[config.mk]
export PLATFORM = sky130hd
export DESIGN_NAME = mac_wide_acc
export DESIGN_NICKNAME = d
export VERILOG_FILES = /design/src/rtl/mac_pkg.sv /design/src/rtl/mac_widen.sv /design/src/rtl/mac_accum.sv /design/src/rtl/mac_ext_count.sv /design/src/rtl/mac_wide_acc.sv
export SDC_FILE = /design/constraint.sdc
export NUM_CORES = 1
export LEC_CHECK = 0
export BUFFER_PORTS_ARGS = -buffer_cell sky130_fd_sc_hd__buf_2
export CAP_MARGIN = 0
export CORE_ASPECT_RATIO = 0.5
export CORE_MARGIN = 4
export CORE_UTILIZATION = 45
export DETAILED_ROUTE_END_ITERATION = 8
export HOLD_SLACK_MARGIN = 0.1
export RECOVER_POWER = 100
export SLEW_MARGIN = 20
export SYNTH_ARGS = -nofsm -noshare
export SYNTH_HDL_FRONTEND = slang
export SYNTH_HIERARCHICAL = 1
export SYNTH_SLANG_ARGS = --single-unit
export TNS_END_PERCENT = 5
[constraint.sdc]
create_clock -name clk -period 13.49 [get_ports clk]
set_input_delay 1.349 -clock clk [delete_from_list [all_inputs] [get_ports clk]]
set_output_delay 1.349 -clock clk [all_outputs]
set_load 0.01 [all_outputs]
[src/rtl/mac_pkg.sv]
package mac_pkg;
   localparam int ACC_GUARD = 4;

   typedef enum logic [1:0] {
      STEP_NONE = 2'd0,
      STEP_UP   = 2'd1,
      STEP_DOWN = 2'd2
   } step_e;

   function automatic int native_width(input int w);
      if (w <= 9)       return 9;
      else if (w <= 18) return 18;
      else              return 36;
   endfunction
endpackage

[src/rtl/mac_widen.sv]
module mac_widen #(
   parameter int IN_W  = 12,
   parameter int OUT_W = 19
) (
   input  logic [IN_W-1:0]  din,
   input  logic             sgn,
   output logic [OUT_W-1:0] dout
);
   localparam int PAD_W = OUT_W - IN_W;

   if (PAD_W < 1) begin : g_bad_width
      $error("mac_widen: output must be wider than input");
   end else begin : g_pad
      logic fill;
      assign fill = sgn & din[IN_W-1];
      assign dout = {{PAD_W{fill}}, din};
   end
endmodule

[src/rtl/mac_accum.sv]
module mac_accum import mac_pkg::*; #(
   parameter int NAT_W = 18,
   parameter int ACC_W = 40
) (
   input  logic             clk,
   input  logic             rst,
   input  logic             clr,
   input  logic             valid,
   input  logic             sgn,
   input  logic [NAT_W:0]   a_x,
   input  logic [NAT_W:0]   b_x,
   output logic [ACC_W-1:0] acc_q,
   output logic             ovf_q,
   output logic             mode_q,
   output step_e            step
);
   localparam int PROD_W = 2 * NAT_W + 2;
   localparam int TOP    = ACC_W - 1;

   logic signed [PROD_W-1:0] prod;
   logic [ACC_W-1:0]         addend;
   logic [ACC_W-1:0]         sum;
   logic                     carry;
   logic                     wrap;

   if (ACC_W < PROD_W) begin : g_bad_acc
      $error("mac_accum: accumulator narrower than product");
   end

   assign prod   = $signed(a_x) * $signed(b_x);
   assign addend = ACC_W'(prod);
   assign {carry, sum} = {1'b0, acc_q} + {1'b0, addend};

   always_comb begin
      if (sgn) wrap = (acc_q[TOP] == addend[TOP]) && (sum[TOP] != acc_q[TOP]);
      else     wrap = carry;
   end

   always_comb begin
      step = STEP_NONE;
      if (valid && !clr && wrap)
         step = (sgn && addend[TOP]) ? STEP_DOWN : STEP_UP;
   end

   always_ff @(posedge clk) begin
      if (rst) begin
         acc_q  <= '0;
         ovf_q  <= 1'b0;
         mode_q <= 1'b0;
      end else if (clr) begin
         acc_q  <= '0;
         ovf_q  <= 1'b0;
         mode_q <= sgn;
      end else if (valid) begin
         acc_q  <= sum;
         ovf_q  <= wrap;
         mode_q <= sgn;
      end else begin
         ovf_q  <= 1'b0;
      end
   end
endmodule

[src/rtl/mac_ext_count.sv]
module mac_ext_count import mac_pkg::*; #(
   parameter int EXT_W = 8
) (
   input  logic             clk,
   input  logic             rst,
   input  logic             clr,
   input  step_e            step,
   output logic [EXT_W-1:0] cnt
);
   always_ff @(posedge clk) begin
      if (rst || clr) begin
         cnt <= '0;
      end else begin
         case (step)
            STEP_UP:   cnt <= cnt + 1'b1;
            STEP_DOWN: cnt <= cnt - 1'b1;
            default:   cnt <= cnt;
         endcase
      end
   end
endmodule

[src/rtl/mac_wide_acc.sv]
module mac_wide_acc import mac_pkg::*; #(
   parameter  int OP_W   = 12,
   parameter  int EXT_W  = 8,
   localparam int NAT_W  = native_width(OP_W),
   localparam int ACC_W  = 2 * NAT_W + ACC_GUARD,
   localparam int WIDE_W = EXT_W + ACC_W
) (
   input  logic              clk,
   input  logic              rst,
   input  logic              in_valid,
   input  logic [OP_W-1:0]   op_a,
   input  logic [OP_W-1:0]   op_b,
   input  logic              signed_mode,
   input  logic              acc_clear,
   output logic [ACC_W-1:0]  acc_out,
   output logic              ovf_pulse,
   output logic [WIDE_W-1:0] wide_out
);
   if (OP_W < 2 || OP_W > 36) begin : g_bad_op
      $error("mac_wide_acc: OP_W must lie in 2..36");
   end
   if (EXT_W < 1) begin : g_bad_ext
      $error("mac_wide_acc: EXT_W must be at least 1");
   end

   logic [NAT_W:0]   a_x;
   logic [NAT_W:0]   b_x;
   logic             mode_q;
   step_e            step;
   logic [EXT_W-1:0] ext_cnt;
   logic             acc_neg;

   mac_widen #(.IN_W(OP_W), .OUT_W(NAT_W + 1)) u_widen_a (
      .din(op_a), .sgn(signed_mode), .dout(a_x));

   mac_widen #(.IN_W(OP_W), .OUT_W(NAT_W + 1)) u_widen_b (
      .din(op_b), .sgn(signed_mode), .dout(b_x));

   mac_accum #(.NAT_W(NAT_W), .ACC_W(ACC_W)) u_accum (
      .clk(clk), .rst(rst), .clr(acc_clear), .valid(in_valid),
      .sgn(signed_mode), .a_x(a_x), .b_x(b_x),
      .acc_q(acc_out), .ovf_q(ovf_pulse), .mode_q(mode_q), .step(step));

   mac_ext_count #(.EXT_W(EXT_W)) u_ext (
      .clk(clk), .rst(rst), .clr(acc_clear), .step(step), .cnt(ext_cnt));

   assign acc_neg  = mode_q & acc_out[ACC_W-1];
   assign wide_out = {ext_cnt, {ACC_W{1'b0}}} + {{EXT_W{acc_neg}}, acc_out};
endmodule

== Word level (Yosys, flattened, before mapping) ==
Index checks and enable logic that the tools add are counted.

* Register bits: 50
* Output and inout port bits: 89
* Bits of input ports: 29

* Muxes and demuxes: 6
* Bitwise operators: 4
* Add/subtract/negate cells: 4
* Equality and inequality tests: 4
* Multipliers: 1
* Reductions and logical operators: 10

{| class="wikitable"
|+ Operator list
! operator !! number
|-
| adder 48 bit || 1
|-
| adder 40 x 40 -> 41 bit || 1
|-
| multiplier 13 x 13 -> 26 bit || 1
|-
| one-hot mux 8 bit (2 select lines) || 1
|-
| adder 8 x 1 -> 8 bit, second input constant || 1
|-
| subtractor 8 x 1 -> 8 bit, second input constant || 1
|-
| logical AND 1 bit || 4
|-
| 2-to-1 mux 2 bit || 2
|-
| nonzero test 2 bit || 2
|-
| AND 1 bit || 3
|-
| 2-to-1 mux 1 bit || 3
|-
| OR reduction 3 bit || 1
|-
| == test 2 x 1 -> 1 bit, second input constant || 1
|-
| == test 2 bit, second input constant || 1
|-
| OR reduction 2 bit || 1
|-
| == test 1 bit || 1
|-
| logical NOT 1 bit || 1
|-
| logical OR 1 bit || 1
|-
| inequality test 1 bit || 1
|-
| inverter 1 bit || 1
|}

== Depth between registers and ports, before layout ==
* Word-level depth: 10
* Gate-level depth with buffers: 49
* Mapped depth without buffers: 44

== Modules after synthesis ==
The synthesis kept the hierarchy.

{| class="wikitable"
|+ By module, submodules not included
! module !! cells an instance !! times used !! area an instance (um^2) !! seq. area each (um^2)
|-
| mac_accum || 1,900 || 1 || 17,038.8 || 840.8
|-
| mac_ext_count || 89 || 1 || 714.4 || 160.2
|-
| mac_wide_acc || 64 || 1 || 475.5 || 0.0
|-
| mac_widen || 20 || 2 || 148.9 || 0.0
|}

== Worst setup path before layout ==
Ideal clock, no wire load.

* Path kind: input port to flip-flop
* Start point: input port signed_mode
* End point: register u_ext.cnt[6]
* Setup slack: 1.798 ns
* Arrival time: 11.569 ns
* Library setup time: 0.123 ns
* Data required time: 13.367 ns
* Path buffers: 5
* Stages: 47
* Path through: and2_1 > buf_4 > clkbuf_1 > clkbuf_1 > nand2_1 > fa_1 > inv_1 > fa_1 > inv_1 > fa_1 > inv_1 > fa_1 > fa_1 > fa_1 > fa_1 > ha_1 > a21oi_1 > o21ai_0 > [11 not listed] > a221o_1 > a221o_1 > a21o_1 > a21oi_2 > mux2i_1 > a21boi_1 > inv_1 > ha_1 > buf_6 > clkbuf_1 > xor2_1 > ha_1 > a21boi_0 > o22a_1 > a211oi_1 > a41oi_1 > a21oi_1 > mux2_1

* Cells in the longest elaborated chain, start to end: 10

{| class="wikitable"
|+ RTL lines
! what !! line !! RTL
|-
| start, declared || mac_wide_acc.sv:13 || <nowiki>input logic signed_mode,</nowiki>
|-
| AND 1 bit (*) || mac_widen.sv:15 || <nowiki>assign fill = sgn & din[IN_W-1];</nowiki>
|-
| via b_x[12] || mac_wide_acc.sv:27 || <nowiki>logic [NAT_W:0] b_x;</nowiki>
|-
| multiplier 13 x 13 -> 26 bit (*) || mac_accum.sv:30 || <nowiki>assign prod = $signed(a_x) * $signed(b_x);</nowiki>
|-
| adder 40 x 40 -> 41 bit || mac_accum.sv:32 || <nowiki>assign {carry, sum} = {1'b0, acc_q} + {1'b0, addend};</nowiki>
|-
| inequality test 1 bit || mac_accum.sv:35 || <nowiki>if (sgn) wrap = (acc_q[TOP] == addend[TOP]) && (sum[TOP] != acc_q[TOP]);</nowiki>
|-
| logical AND 1 bit || mac_accum.sv:35 ||
|-
| 2-to-1 mux 1 bit || mac_accum.sv:35 ||
|-
| logical AND 1 bit || mac_accum.sv:41 || <nowiki>if (valid && !clr && wrap)</nowiki>
|-
| 2-to-1 mux 2 bit (*) || mac_accum.sv:41 ||
|-
| via step[0] || mac_wide_acc.sv:29 || <nowiki>step_e step;</nowiki>
|-
| == test 2 bit or == test 2 x 1 -> 1 bit (tied branches) || mac_ext_count.sv:14 || <nowiki>case (step)</nowiki>
|-
| one-hot mux 8 bit (2 select lines) or nonzero test 2 bit (tied branches) || -- ||
|-
| end signal, assigned || mac_ext_count.sv:15 || <nowiki>STEP_UP: cnt <= cnt + 1'b1;</nowiki>
|-
| end signal, assigned || mac_ext_count.sv:16 || <nowiki>STEP_DOWN: cnt <= cnt - 1'b1;</nowiki>
|-
| end signal, assigned || mac_ext_count.sv:17 || <nowiki>default: cnt <= cnt;</nowiki>
|-
| end, declared || mac_ext_count.sv:8 || <nowiki>output logic [EXT_W-1:0] cnt</nowiki>
|}

The timed path passes the listed nets; every way through them passes the cells marked *.
A chain may end at the register's enable or synchronous reset.

== Worst setup path in the final report ==
* Start point: input port op_a[3]
* End point: register u_ext.cnt[5]

* Cells in the longest elaborated chain, start to end: 9

{| class="wikitable"
|+ RTL lines
! what !! line !! RTL
|-
| start, declared || mac_wide_acc.sv:11 || <nowiki>input logic [OP_W-1:0] op_a,</nowiki>
|-
| multiplier 13 x 13 -> 26 bit (*) || mac_accum.sv:30 ||
|-
| adder 40 x 40 -> 41 bit || mac_accum.sv:32 ||
|-
| inequality test 1 bit || mac_accum.sv:35 ||
|-
| logical AND 1 bit || mac_accum.sv:35 ||
|-
| 2-to-1 mux 1 bit || mac_accum.sv:35 ||
|-
| logical AND 1 bit || mac_accum.sv:41 ||
|-
| 2-to-1 mux 2 bit (*) || mac_accum.sv:41 ||
|-
| via step[0] || mac_wide_acc.sv:29 ||
|-
| == test 2 bit or == test 2 x 1 -> 1 bit (tied branches) || mac_ext_count.sv:14 ||
|-
| one-hot mux 8 bit (2 select lines) or nonzero test 2 bit (tied branches) || -- ||
|}

Marked as above.

==> results <==
- Of the total synthesized cell area, the portion taken by full adders, half adders and majority gates is 0.506.
- In the synthesized netlist, the number of instances is 2093.
- In this run the number of H-tree levels came out at 2.
- The number of buffers added on ports is 117.
- The area of combinational cells with multiple inputs is 15200 um2.
- The cell that appears most often on the critical path is sky130_fd_sc_hd__ha_1.
- The row count is 52.
- The total of cells resized after clock tree synthesis is 0.
- The hold violation count in the final report is 0.
- Setup repair after global routing left no endpoint under its margin.
- The worst path in the final design needs a cycle of 12.41 ns, including I/O delays and setup.
- The final HPWL from detailed placement is 33900 um.
- After global routing the overflow that remains totals 0.
- The final reports fail on max-capacitance violations, max-slew violations.
- The number of enable flip-flop cells after synthesis is 0.
- The area share of and/or/nand/nor cells after synthesis is 0.171.
- The data required time at the worst endpoint is 13.67 ns.
- The starting density of the core is 0.457.
- The share of flip-flops with an asynchronous set or reset after synthesis is 0.
- The total negative setup slack is 0 ns.
- The portion of the clock cycle consumed by the worst path in the final layout is 0.920.
- The endpoint kind of the worst setup timing path is a register.
- The type of the worst setup path is primary input to register.
- The layout has 4025 filler cells.
- The synthesized design contains 50 register bits.
- The global router's overall resource usage is 0.196.
- The post-route DRC violation count is 0.
- Counting the buffers created by CTS gives 5.
- STA puts the critical path data arrival time at 12.58 ns.
- The setup fix buffers added after clock tree synthesis is 0.
- The count of endpoints failing setup in the final report is 0.
- In the synthesized netlist the dominant register cell turns out to be sky130_fd_sc_hd__dfxtp_1.
- The initial antenna violation count came to 3.
- The number of clock sinks is 50.
- The die is 151 um tall.
- The number of top-level design ports is 118.
- The worst-path maximum fanout is 19.
- The core region area is 40500 um2.
- In this run, distinct cell masters in the synthesized netlist total 75.
- Of the total synthesized cell area, the portion taken by XOR and XNOR cells is 0.0364.
- The critical path launch point type is a primary input.
- For this block, the routed nets add up to 42000 um of wire.
- The flow ran to the end, but the final reports show violations.
- The post-synthesis compound-gate area fraction is 0.0917.
- The min-delay analysis places its worst path in the category register to register.
- The fraction of synthesized area in multiplexers is 0.0170.
- In this run, post-CTS hold repair placed 0 buffers.
- The clock latency reported for the late side of the worst-skew pair is 0.29 ns.
- The number of global-route vias before repair is 13500.
- For the pin with the worst max-slew slack, the measured transition is 3.48 ns.
- The TritonCTS clock tree is done.
- The first global-routing pass estimated 70300 um of wire.
- The number of max-slew violations in the final report was 65.
- The worst clock skew is 0.00777 ns.
- For this run, the register share of the synthesized area comes to 0.0540.
- CTS placed an instance of sky130_fd_sc_hd__clkbuf_16 at the clock tree root.
- In the final layout, the share of cells above drive strength 1 is 0.0289.
- The post-layout worst setup margin is 1.08 ns.
- The detailed-route via count is 13400.
- The count of TritonRoute iterations in the first routing pass is 5.
- The delay of the slowest cell on the worst path is 0.95 ns.
- The slowest stage of the critical path is the sky130_fd_sc_hd__clkbuf_1 cell.
- The die is 295 um wide.
- The synthesized netlist occupies a cell area of 18500 um2.
- Routability-driven placement finished with a final weighted congestion of 0.818.
- OpenSTA, run right after detailed placement, puts the worst setup slack at 1.27 ns.
- For this run, the number of Yosys warnings is 6.
- The worst path buffer plus inverter count is 8.
- The die covers 44700 um2.
- Once detail routing completed, the nets flagged for antenna violations numbered 0.
- The dominant delay contributor by cell family on the critical path is compound AO/OA/AOI/OAI gates.
- The starting DRC count in detailed routing is 766.
- After detailed routing, the average wire length per cell comes to 16.1 um.
- Dividing the synthesized area by the synthesized cell count gives 8.85 um2.
- The number of nets in the synthesized netlist is 2649.
- The headroom to the max-slew limit is -1.32.
- The maximum clock rate is 80.6 MHz.
- The final core area utilization is 0.469.
- The sequential cells in the finished layout cover a total of 1000 um2.
- The number of max-cap violations is 1.
- The post-detailed-route via-to-cell ratio is 5.12.
- The repair_antennas step left the layout with diodes totalling 0.
- In this run the deepest clock path goes through 2 buffers.
- The largest family of logic cells by synthesized area is adder cells.
- Entering global routing, the biggest net connects 71 pins.
- After clock tree synthesis, the clock-pin slew on the worst setup and hold paths is 0.07 ns.
- The area overhead of the layout relative to synthesis is 2.51%.
- In the final design database the tool counted 2629 nets.
==> final timing paths <==
path,startpoint,end,slack [ns],cells past startpoint
max,op_a[3],u_ext/cnt[5],1.08,43
min,u_accum/mode_q,u_accum/mode_q,0.50,2
max reg2reg,u_accum/acc_q[0],u_ext/cnt[5],8.09,19
min reg2reg,u_accum/mode_q,u_accum/mode_q,0.50,2
==> cells in the mapped netlist, types with 11 or more instances <==
master                     count  area share
sky130_fd_sc_hd__and2_1      192       0.065
sky130_fd_sc_hd__dfxtp_1      50       0.054
sky130_fd_sc_hd__nand2_1     200       0.041
sky130_fd_sc_hd__o21ai_1      15      0.0041
sky130_fd_sc_hd__buf_4        79       0.032
sky130_fd_sc_hd__fa_1        370        0.40
sky130_fd_sc_hd__clkbuf_1     68       0.014
sky130_fd_sc_hd__nor3_1       15      0.0041
sky130_fd_sc_hd__o21ai_0      34      0.0092
sky130_fd_sc_hd__a211oi_1     11      0.0045
sky130_fd_sc_hd__ha_1        157        0.11
sky130_fd_sc_hd__nand4_1      13      0.0044
sky130_fd_sc_hd__o21a_1       13      0.0053
sky130_fd_sc_hd__a21o_1       35       0.014
sky130_fd_sc_hd__nand3_1      27      0.0073
sky130_fd_sc_hd__nor2b_1      11      0.0037
sky130_fd_sc_hd__nand3b_1     12      0.0049
sky130_fd_sc_hd__xor2_1       27       0.013
sky130_fd_sc_hd__nor2_1       97       0.020
sky130_fd_sc_hd__xnor2_1      50       0.024
sky130_fd_sc_hd__a21oi_1      73       0.020
sky130_fd_sc_hd__inv_1       377       0.076
sky130_fd_sc_hd__mux2i_1      28       0.015
==> cell usage in the layout, fill, tap and decap left out, drive strengths merged, types with 5 or more instances in the layout <==
cell and count:
a21o 35, a221o 5, and2 192, nand4 13, a211oi 12, nand3 27
nand3b 12, o21ai 51, fa 370, mux2i 28, nor3b 6, buf 37
xor2 27, nand2b 10, or3 6, dfxtp 50, and3 9, o21bai 8
clkbuf 96, o211ai 6, ha 157, nor3 17, inv 378, a31oi 10
o21a 13, a21oi 76, nor2b 12, nor2 97, nand2 200, or2 6
xnor2 50
==> flip-flops by register name, summed over array words and instances (netlist names) <==
name and flops:
u_accum/acc_q 40, u_accum/mode_q 1, u_accum/ovf_q 1, u_ext/cnt 8
==> cell type report <==
type,count,area share
clock inverters,1,0.00158
multi-input cells,1511,0.800
clock buffers,7,0.00698
repair buffers,126,0.0284
flip-flops and latches,50,0.0527
well taps,540,0.0356
inverters,379,0.0749
==> routing by layer <==
| metal | wire (um) | up-vias | global-route usage |
|---|---|---|---|
| li1 | - | 6404 | - |
| met1 | 20100 | 6679 | 0.283 |
| met2 | 19200 | 259 | 0.323 |
| met3 | 2230 | 37 | 0.0297 |
| met4 | 474 | 0 | 0.0250 |
| met5 | 0 | - | 0 |
==> per-stage QoR <==
step	instances	hold slack, ns	instance area (um2)
floorplan	2093	0.448	18500
global placement	2606	0.478	19000
detailed placement	2606	0.488	19000
CTS	2614	0.498	19100
global route	2614	0.522	19000
finish	2614	0.502	19000
==> worst min-delay path, cell delays in order, from the launching register on <==
cell	delay [ns]
sky130_fd_sc_hd__dfxtp_1	0.34
sky130_fd_sc_hd__nand2_1	0.07
sky130_fd_sc_hd__a21oi_1	0.05
==> cell families (layout without fill, tap and decap cells) <==
logic type      after synthesis  count (layout)
simple gates                620             620
buf+inv                     532             513
fa+ha+maj                   527             527
compound gates              256             256
xor+xnor                     77              77
flops                        50              50
mux                          31              31
Power is not shown: default switching activity piles up to over one toggle a cycle in this logic, so the estimate is an artifact.
